## src/rtl/extint_pkg.sv

```systemverilog
package extint_pkg;

    localparam int N_INT = 4;

    typedef enum logic [1:0] {
        LM_RISE = 2'd0,
        LM_FALL = 2'd1,
        LM_HIGH = 2'd2,
        LM_LOW  = 2'd3
    } lvl_mode_e;

    typedef enum logic [1:0] {
        EM_RISE     = 2'd0,
        EM_FALL     = 2'd1,
        EM_BOTH     = 2'd2,
        EM_BOTH_ALT = 2'd3
    } edge_mode_e;

    typedef enum logic [1:0] {
        FR_EVERY    = 2'd0,
        FR_MID      = 2'd1,
        FR_SLOW     = 2'd2,
        FR_SLOW_ALT = 2'd3
    } flt_rate_e;

    typedef struct packed {
        logic rise;
        logic fall;
    } edge_s;

    function automatic edge_s edge_of(logic cur, logic prev);
        edge_s e;
        e.rise = cur & ~prev;
        e.fall = ~cur & prev;
        return e;
    endfunction

    function automatic logic [7:0] vec_addr(logic [7:0] base, logic [7:0] step, int unsigned idx);
        return base + step * 8'(idx);
    endfunction

endpackage

```

## src/rtl/extint_lvl_det.sv

```systemverilog
module extint_lvl_det
    import extint_pkg::*;
(
    input  logic      clk,
    input  logic      rst,
    input  logic      pin_i,
    input  lvl_mode_e mode_i,
    input  logic      clr_i,
    output logic      req_o
);

    logic  prev_q;
    logic  pend_q;
    edge_s ed;
    logic  hit;
    logic  lvl_on;
    logic  lvl_req;

    always_comb begin
        ed      = edge_of(pin_i, prev_q);
        hit     = 1'b0;
        lvl_on  = 1'b0;
        lvl_req = 1'b0;
        case (mode_i)
            LM_RISE: hit = ed.rise;
            LM_FALL: hit = ed.fall;
            LM_HIGH: begin
                lvl_on  = 1'b1;
                lvl_req = pin_i;
            end
            default: begin
                lvl_on  = 1'b1;
                lvl_req = ~pin_i;
            end
        endcase
    end

    always_ff @(posedge clk) begin
        if (rst) begin
            prev_q <= pin_i;
            pend_q <= 1'b0;
        end else begin
            prev_q <= pin_i;
            if (hit)
                pend_q <= 1'b1;
            else if (clr_i)
                pend_q <= 1'b0;
        end
    end

    assign req_o = lvl_on ? lvl_req : pend_q;

    a_r2_pend_held: assert property (@(posedge clk) disable iff (rst)
        (pend_q && !clr_i) |=> pend_q);

    a_r11_set_beats_clear: assert property (@(posedge clk) disable iff (rst)
        (hit && clr_i) |=> pend_q);

    a_r3_high_level_drop: assert property (@(posedge clk) disable iff (rst)
        (mode_i == LM_HIGH && !pin_i) |-> !req_o);

endmodule

```

## src/rtl/extint_edge_det.sv

```systemverilog
module extint_edge_det
    import extint_pkg::*;
(
    input  logic       clk,
    input  logic       rst,
    input  logic       lvl_i,
    input  edge_mode_e mode_i,
    input  logic       clr_i,
    output logic       req_o,
    output logic       evt_o
);

    logic  prev_q;
    logic  pend_q;
    logic  evt_q;
    edge_s ed;
    logic  hit;

    always_comb begin
        ed = edge_of(lvl_i, prev_q);
        case (mode_i)
            EM_RISE: hit = ed.rise;
            EM_FALL: hit = ed.fall;
            default: hit = ed.rise | ed.fall;
        endcase
    end

    always_ff @(posedge clk) begin
        if (rst) begin
            prev_q <= lvl_i;
            pend_q <= 1'b0;
            evt_q  <= 1'b0;
        end else begin
            prev_q <= lvl_i;
            evt_q  <= hit;
            if (hit)
                pend_q <= 1'b1;
            else if (clr_i)
                pend_q <= 1'b0;
        end
    end

    assign req_o = pend_q;
    assign evt_o = evt_q;

    a_r9_strobe_with_pend: assert property (@(posedge clk) disable iff (rst)
        evt_o |-> req_o);

    a_r4_pend_held: assert property (@(posedge clk) disable iff (rst)
        (pend_q && !clr_i) |=> pend_q);

    a_r11_edge_set_wins: assert property (@(posedge clk) disable iff (rst)
        (hit && clr_i) |=> req_o);

endmodule

```

## src/rtl/extint_filter.sv

```systemverilog
module extint_filter
    import extint_pkg::*;
#(
    parameter int DIV_MID  = 16,
    parameter int DIV_SLOW = 64
) (
    input  logic      clk,
    input  logic      rst,
    input  logic      pin_i,
    input  flt_rate_e rate_i,
    output logic      lvl_o
);

    localparam int CW = $clog2(DIV_SLOW);
    localparam int MW = $clog2(DIV_MID);

    logic [CW-1:0] cnt_q;
    logic          tick;
    logic          samp_q;
    logic          filt_q;

    always_comb begin
        case (rate_i)
            FR_EVERY: tick = 1'b1;
            FR_MID:   tick = (cnt_q[MW-1:0] == '0);
            default:  tick = (cnt_q == '0);
        endcase
    end

    always_ff @(posedge clk) begin
        if (rst) begin
            cnt_q  <= '0;
            samp_q <= pin_i;
            filt_q <= pin_i;
        end else begin
            cnt_q <= cnt_q + 1'b1;
            if (tick) begin
                samp_q <= pin_i;
                if (pin_i == samp_q)
                    filt_q <= pin_i;
            end
        end
    end

    assign lvl_o = filt_q;

    a_r7_hold_between_ticks: assert property (@(posedge clk) disable iff (rst)
        !tick |=> $stable(filt_q));

    a_r7_two_samples: assert property (@(posedge clk) disable iff (rst)
        (filt_q != $past(filt_q)) |-> (filt_q == $past(samp_q)));

endmodule

```

## src/rtl/extint_prio.sv

```systemverilog
module extint_prio
    import extint_pkg::*;
#(
    parameter int         N        = 4,
    parameter logic [7:0] VEC_BASE = 8'h03,
    parameter logic [7:0] VEC_STEP = 8'h08
) (
    input  logic         clk,
    input  logic         rst,
    input  logic [N-1:0] act_i,
    output logic         irq_o,
    output logic [7:0]   vec_o
);

    always_comb begin
        irq_o = 1'b0;
        vec_o = '0;
        for (int i = N - 1; i >= 0; i--) begin
            if (act_i[i]) begin
                irq_o = 1'b1;
                vec_o = vec_addr(VEC_BASE, VEC_STEP, i);
            end
        end
    end

    a_r5_first_wins: assert property (@(posedge clk) disable iff (rst)
        act_i[0] |-> (vec_o == VEC_BASE));

    a_r5_idle_zero: assert property (@(posedge clk) disable iff (rst)
        !(|act_i) |-> (vec_o == 8'h00 && !irq_o));

endmodule

```

## src/rtl/extint_unit.sv

```systemverilog
module extint_unit
    import extint_pkg::*;
#(
    parameter int         DIV_MID  = 16,
    parameter int         DIV_SLOW = 64,
    parameter logic [7:0] VEC_BASE = 8'h03,
    parameter logic [7:0] VEC_STEP = 8'h08
) (
    input  logic       clk,
    input  logic       rst,
    input  logic [3:0] pin_i,
    input  logic [3:0] lvl_mode_i,
    input  logic [3:0] edge_mode_i,
    input  logic [1:0] flt_rate_i,
    input  logic [3:0] en_i,
    input  logic [3:0] clr_i,
    output logic [3:0] req_o,
    output logic       irq_o,
    output logic [7:0] vec_o,
    output logic [1:0] tmr_evt_o,
    output logic       wake_o
);

    logic [N_INT-1:0] req;
    logic [1:0]       evt;
    logic             flt3;

    for (genvar g = 0; g < 2; g++) begin : g_lvl
        extint_lvl_det u_det (
            .clk    (clk),
            .rst    (rst),
            .pin_i  (pin_i[g]),
            .mode_i (lvl_mode_e'(lvl_mode_i[2*g +: 2])),
            .clr_i  (clr_i[g]),
            .req_o  (req[g])
        );
    end

    extint_filter #(
        .DIV_MID  (DIV_MID),
        .DIV_SLOW (DIV_SLOW)
    ) u_flt (
        .clk    (clk),
        .rst    (rst),
        .pin_i  (pin_i[3]),
        .rate_i (flt_rate_e'(flt_rate_i)),
        .lvl_o  (flt3)
    );

    for (genvar g = 0; g < 2; g++) begin : g_edge
        extint_edge_det u_det (
            .clk    (clk),
            .rst    (rst),
            .lvl_i  ((g == 1) ? flt3 : pin_i[2]),
            .mode_i (edge_mode_e'(edge_mode_i[2*g +: 2])),
            .clr_i  (clr_i[2+g]),
            .req_o  (req[2+g]),
            .evt_o  (evt[g])
        );
    end

    extint_prio #(
        .N        (N_INT),
        .VEC_BASE (VEC_BASE),
        .VEC_STEP (VEC_STEP)
    ) u_prio (
        .clk   (clk),
        .rst   (rst),
        .act_i (req & en_i),
        .irq_o (irq_o),
        .vec_o (vec_o)
    );

    assign req_o     = req;
    assign tmr_evt_o = evt;
    assign wake_o    = |(req[1:0] & en_i[1:0]);

    a_r10_wake_implies_irq: assert property (@(posedge clk) disable iff (rst)
        wake_o |-> irq_o);

    a_r9_int3_single_strobe: assert property (@(posedge clk) disable iff (rst)
        tmr_evt_o[1] |=> !tmr_evt_o[1]);

    a_r6_masked_no_irq: assert property (@(posedge clk) disable iff (rst)
        (en_i == 4'h0) |-> (!irq_o && !wake_o));

endmodule

```

## config.mk

```make
export PLATFORM = sky130hd
export DESIGN_NAME = extint_unit
export DESIGN_NICKNAME = d
export VERILOG_FILES = /design/src/rtl/extint_pkg.sv /design/src/rtl/extint_lvl_det.sv /design/src/rtl/extint_edge_det.sv /design/src/rtl/extint_filter.sv /design/src/rtl/extint_prio.sv /design/src/rtl/extint_unit.sv
export SDC_FILE = /design/constraint.sdc
export NUM_CORES = 1
export LEC_CHECK = 0
export BUFFER_PORTS_ARGS = -buffer_cell sky130_fd_sc_hd__buf_2
export CAP_MARGIN = 5
export CORE_MARGIN = 1.5
export CORE_UTILIZATION = 46
export CTS_CLUSTER_SIZE = 14
export DETAILED_ROUTE_END_ITERATION = 10
export GPL_TIMING_DRIVEN = 0
export PLACE_DENSITY = 0.78
export SYNTH_ARGS = -nofsm -noshare
export SYNTH_HDL_FRONTEND = slang
export SYNTH_SLANG_ARGS = --single-unit
```

## constraint.sdc

```tcl
create_clock -name clk -period 1.7 [get_ports clk]
set_input_delay 0.17 -clock clk [delete_from_list [all_inputs] [get_ports clk]]
set_output_delay 0.17 -clock clk [all_outputs]
set_load 0.02 [all_outputs]
```

# Word level (Yosys, flattened, before mapping)
# Cells that the tools add are included.
# totals
reg_bits	18
inputBits	24
out_inout_bits	16
wordCells	89
# classes
add_sub_neg	1
n_eq_ne	8
muxes	30
n_bitwise	20
reduce_logical	17
# ops
op	count
two-way mux 1 bit	21
two-way mux 5 bit	4
nonzero test 2 bit	6
equality test 2 x 1 -> 1 bit, second input constant	5
logical NOT 2 bit	5
case mux 1 bit (2 select lines)	5
bitwise AND 1 bit	8
inverter 1 bit	8
adder 6 x 1 -> 6 bit, second input constant	1
logical NOT 6 bit	1
OR reduction 2 bit	3
bitwise AND 4 bit	1
equality test 2 bit, second input constant	2
logical NOT 4 bit	1
bitwise AND 2 bit	1
OR 1 bit	2
AND reduction 2 bit	1
equality test 1 bit	1

# Depth between registers and ports, before layout
# depth
word_depth	8
mapped_depth	5
depth_no_buf	5

# Hierarchy
# From an unflattened synthesis, not the netlist that was laid out.
# hier_totals
cells_unflattened	98
hier_area_um2	927.1
# by_module_without_submodules
module	n_inst	cells_per_inst	area_per_inst_um2
extint_filter	1	35	355.3
extint_edge_det	2	13	135.1
extint_lvl_det	2	9	91.3
extint_prio	1	14	83.8
extint_unit	1	5	35.0

# Worst setup path after synthesis
# Ideal clock, no wire load.
# synth_path
kind	flip-flop to output port
from	register g_lvl[0].u_det.pend_q
to	output port vec_o[4]
t_arrival_ns	1.095
t_required_ns	1.530
slack_ns	0.435
path_stages_with_launch	4
path_cell_list	dfxtp_1 o21ai_0 a21oi_1 a211oi_1
# synth_between
elab_chain_cells	3
# synth_lines
element	line_no	rtl
start: declaration	extint_lvl_det.sv:13	logic pend_q;
start signal: assignment	extint_lvl_det.sv:41	pend_q <= 1'b0;
start signal: assignment	extint_lvl_det.sv:45	pend_q <= 1'b1;
start signal: assignment	extint_lvl_det.sv:47	pend_q <= 1'b0;
two-way mux 1 bit	extint_lvl_det.sv:51	assign req_o = lvl_on ? lvl_req : pend_q;
bitwise AND 4 bit	extint_unit.sv:69	.act_i (req & en_i),
two-way mux 5 bit	extint_prio.sv:19	if (act_i[i]) begin
end: declaration	extint_unit.sv:19	output logic [7:0] vec_o,
# No other way between the ends.

# Final worst setup path
# layout_path
from	register g_lvl[0].u_det.pend_q
to	output port vec_o[1]
# The elaborated chain is that of the path after synthesis.

==> summary.txt <==
Power and ir drop
  • IR drop worst, VDD: about 430 uV
  • Static leakage: between 0.0005 and 0.0006 uW
  • PD cells: between 700 and 800 nW/um2

Hold path
  • Hold Path Sink: g_lvl[1].u_det.prev_q
  • Hold Crit Depth: 1
  • Hold_sp: pin_i[1]
  • HP Class: in2reg

Drt
  • Wirelength per Cell: approximately 10 um
  • Detailed Route Iter0 Violations: 4
  • First-pass DRT Iterations: 4
  • Routed WL: 1695 um
  • Vias: about 800
  • DRC: 0
  • Antenna violation net count after detailed routing: 0
  • Via density per instance: approximately 4.6

Setup path
  • Crit path max-delay family: flip-flops
  • Setup CP Type: reg2out
  • Critical path peak fanout: 4
  • Critical path's slowest cell: dfxtp_1
  • Cell breakdown of the critical path: o21ai_0 -> a21oi_2 -> nand3b_1 -> buf_4 -> buf_2
  • Worst Setup SP: g_lvl[0].u_det.pend_q
  • Critical R2R Capture: g_edge[1].u_det.req_o
  • Worst Path Buf+Inv: 2
  • CP arrival: 1.39 ns
  • Critical Path RT: roughly 1.5 ns
  • FF-to-FF setup slack: between 0.3 and 0.4 ns
  • Reg2Reg Depth: 4
  • Startpoint types: register
  • CP max stage delay: roughly 0.33 ns
  • Crit end category: output port
  • R2R Path Start: u_flt.lvl_o

Global routing
  • First-pass GRT wire length: between 2000 and 3000 um
  • Total congestion overflow: 0
  • Tot GR Track Use: between 15 and 20%
  • Vias in the first global route: 644
  • Initial antenna violation count: 0
  • Pin count of the biggest net entering global routing: 11

Placed design
  • GP Congestion: a little under 0.7
  • DP Area: approximately 1200 um2
  • # port buffers: 35
  • Final HPWL DP: roughly 1400 um

Final layout
  • Filler Cell Count: 179
  • N_diodes: 0
  • Final #Nets: between 150 and 200
  • Commonest non-fill, non-tap cell in the layout: buf_2
  • Commonest non-fill, non-tap cells in the layout: buf_2 (35), dfxtp_1 (16), nor2_1 (12), buf_4 (12), o21ai_0 (8)
  • Area growth from synthesis to layout: 26.16%
  • Share of cells above drive strength 1: between 30% and 40%
  • Fin area: between 1000 and 1500 um2

STA
  • Endpoints failing hold: 0
  • RSZ-0062 raised after global routing: no
  • Fin crit period: 1.564 ns
  • Hold slack: approximately 0.014 ns
  • Max-slew violations: 0
  • Max Clock Skew: just over 0.005 ns
  • Setup TNS: 0 ns
  • FMAX: 639.5 MHz
  • Count of final setup violators: 0
  • Share of the clock period used by the worst path after layout: between 90% and 100%

Clock tree
  • CTS tree: yes
  • Num CTS Buffers: 3
  • Clk sinks: 18
  • H-tree levels: 1
  • Clock buffer depth: 2
  • Post-CTS Repair Setup Buffers: 0
  • Worst-path clk slew: approximately 0.1 ns
  • Worst-Skew Late Latency: around 0.29 ns
  • Root buf cell: clkbuf_4

Yosys
  • Synth Area per Inst: about 8.9 um2
  • Synth area leader: dfxtp_1
  • Ranking of synthesized cells by area: dfxtp_1 (34%), buf_4 (9.6%), ha_1 (8.0%), edfxtp_1 (6.4%), nor2_1 (4.8%)
  • Flops & latches, synth: 18
  • Post-synthesis sequential area ratio: between 40% and 50%
  • Syn. warnings: 0
  • Synth Instances: 106
  • Synthesized area: 942.2 um2
  • Share of the synthesized area in the top cell type: around a third
  • Distinct cells, synth: 26

Floorplan
  • Initial Utilization: 48.52%
  • Die Width: just under 50 um
  • Die height: 48.26 um
  • # rows: 16
  • DIE AREA: roughly 2300 um2
  • Core area: 1942 um2
  • # IOs: 40

Status
  • Outcome: completed

Run
  • MaxCap Viol Count: 0
## routing by layer
| metal | vias up | track usage (%) | wire length [um] |
|---|---|---|---|
| li1 | 422 | - | - |
| met1 | 353 | 19.59 | 692 |
| met2 | 20 | 27.11 | 894 |
| met3 | 4 | 2.222 | 58 |
| met4 | 0 | 12.97 | 50 |
| met5 | - | 0 | 0 |
## metrics by stage
stage / power (uW) / std cells / utilization, % / worst slack (ns)
floorplan: 647.5 / 109 / - / 0.4348
global route: 985.5 / 174 / 61.21 / 0.02071
finish: 926.2 / 174 / 61.21 / 0.1362
detailed placement: 729.1 / 171 / 59.86 / 0.3854
CTS: 935.5 / 174 / 61.02 / 0.1135
global placement: 721.4 / 171 / 59.86 / 0.3911
## layout make-up
type / count / area, um2 / share of cell area [%]
Inverter: 6 / 22.52 / 1.895
Sequential cell: 18 / 380.4 / 32.00
Buffer: 13 / 93.84 / 7.895
Multi-Input combinational cell: 72 / 460.4 / 38.74
Timing Repair Buffer: 35 / 175.2 / 14.74
Tap cell: 27 / 33.78 / 2.842
Clock buffer: 3 / 22.52 / 1.895
## flip-flops by register name (all words and copies together) (netlist names)
signal	cells
g_edge.u_det.req_o	2
u_flt.lvl_o	1
g_lvl.u_det.prev_q	2
g_edge.u_det.prev_q	2
g_lvl.u_det.pend_q	2
u_flt.samp_q	1
g_edge.u_det.evt_o	2
u_flt.cnt_q	6
## worst max-delay path by stage
stage	depth (start not counted)	to	slack [ns]
final	5	vec_o[1]	0.14
after CTS	5	vec_o[1]	0.11
after global placement	4	g_edge[1].u_det.req_o	0.39
after detailed placement	4	g_edge[1].u_det.req_o	0.39
after floorplan	3	vec_o[4]	0.43
after global routing	5	vec_o[0]	0.02
## cells by family after synthesis
| logic type | synth area share [%] |
|---|---|
| simple gates | 17.53 |
| compound gates | 13.41 |
| buf+inv | 12.35 |
| flops | 40.37 |
| fa+ha+maj | 7.968 |
| xor+xnor | 5.579 |
| mux | 2.390 |
| other cells | 0.3980 |
## cell usage after synthesis (all sizes together)
library cell   n
dfxtp         16
buf           12
nor2          12
o21ai          8
a21oi          7
ha             6
inv            6
nand2          6
nand2b         4
a21o           3
nand3          3
nand3b         3
xnor2          3
xor2           3
edfxtp         2
mux2           2
or3b           2
a211oi         1
a22oi          1
a31oi          1
clkbuf         1
conb           1
nor2b          1
o21bai         1
or3            1
## power breakdown
part           internal, uW  total, uW  switching [uW]
Combinational           114        241             127
Clock                  82.4        207             124
Sequential              458        478            19.9
Total                   655        926             271
## what timing repair did
item	4_1_cts	5_1_grt
hold buffers	0	0
setup endpoints to repair	0	2
gates resized for setup	0	1
No activity file was read; power rests on OpenSTA's default activity.
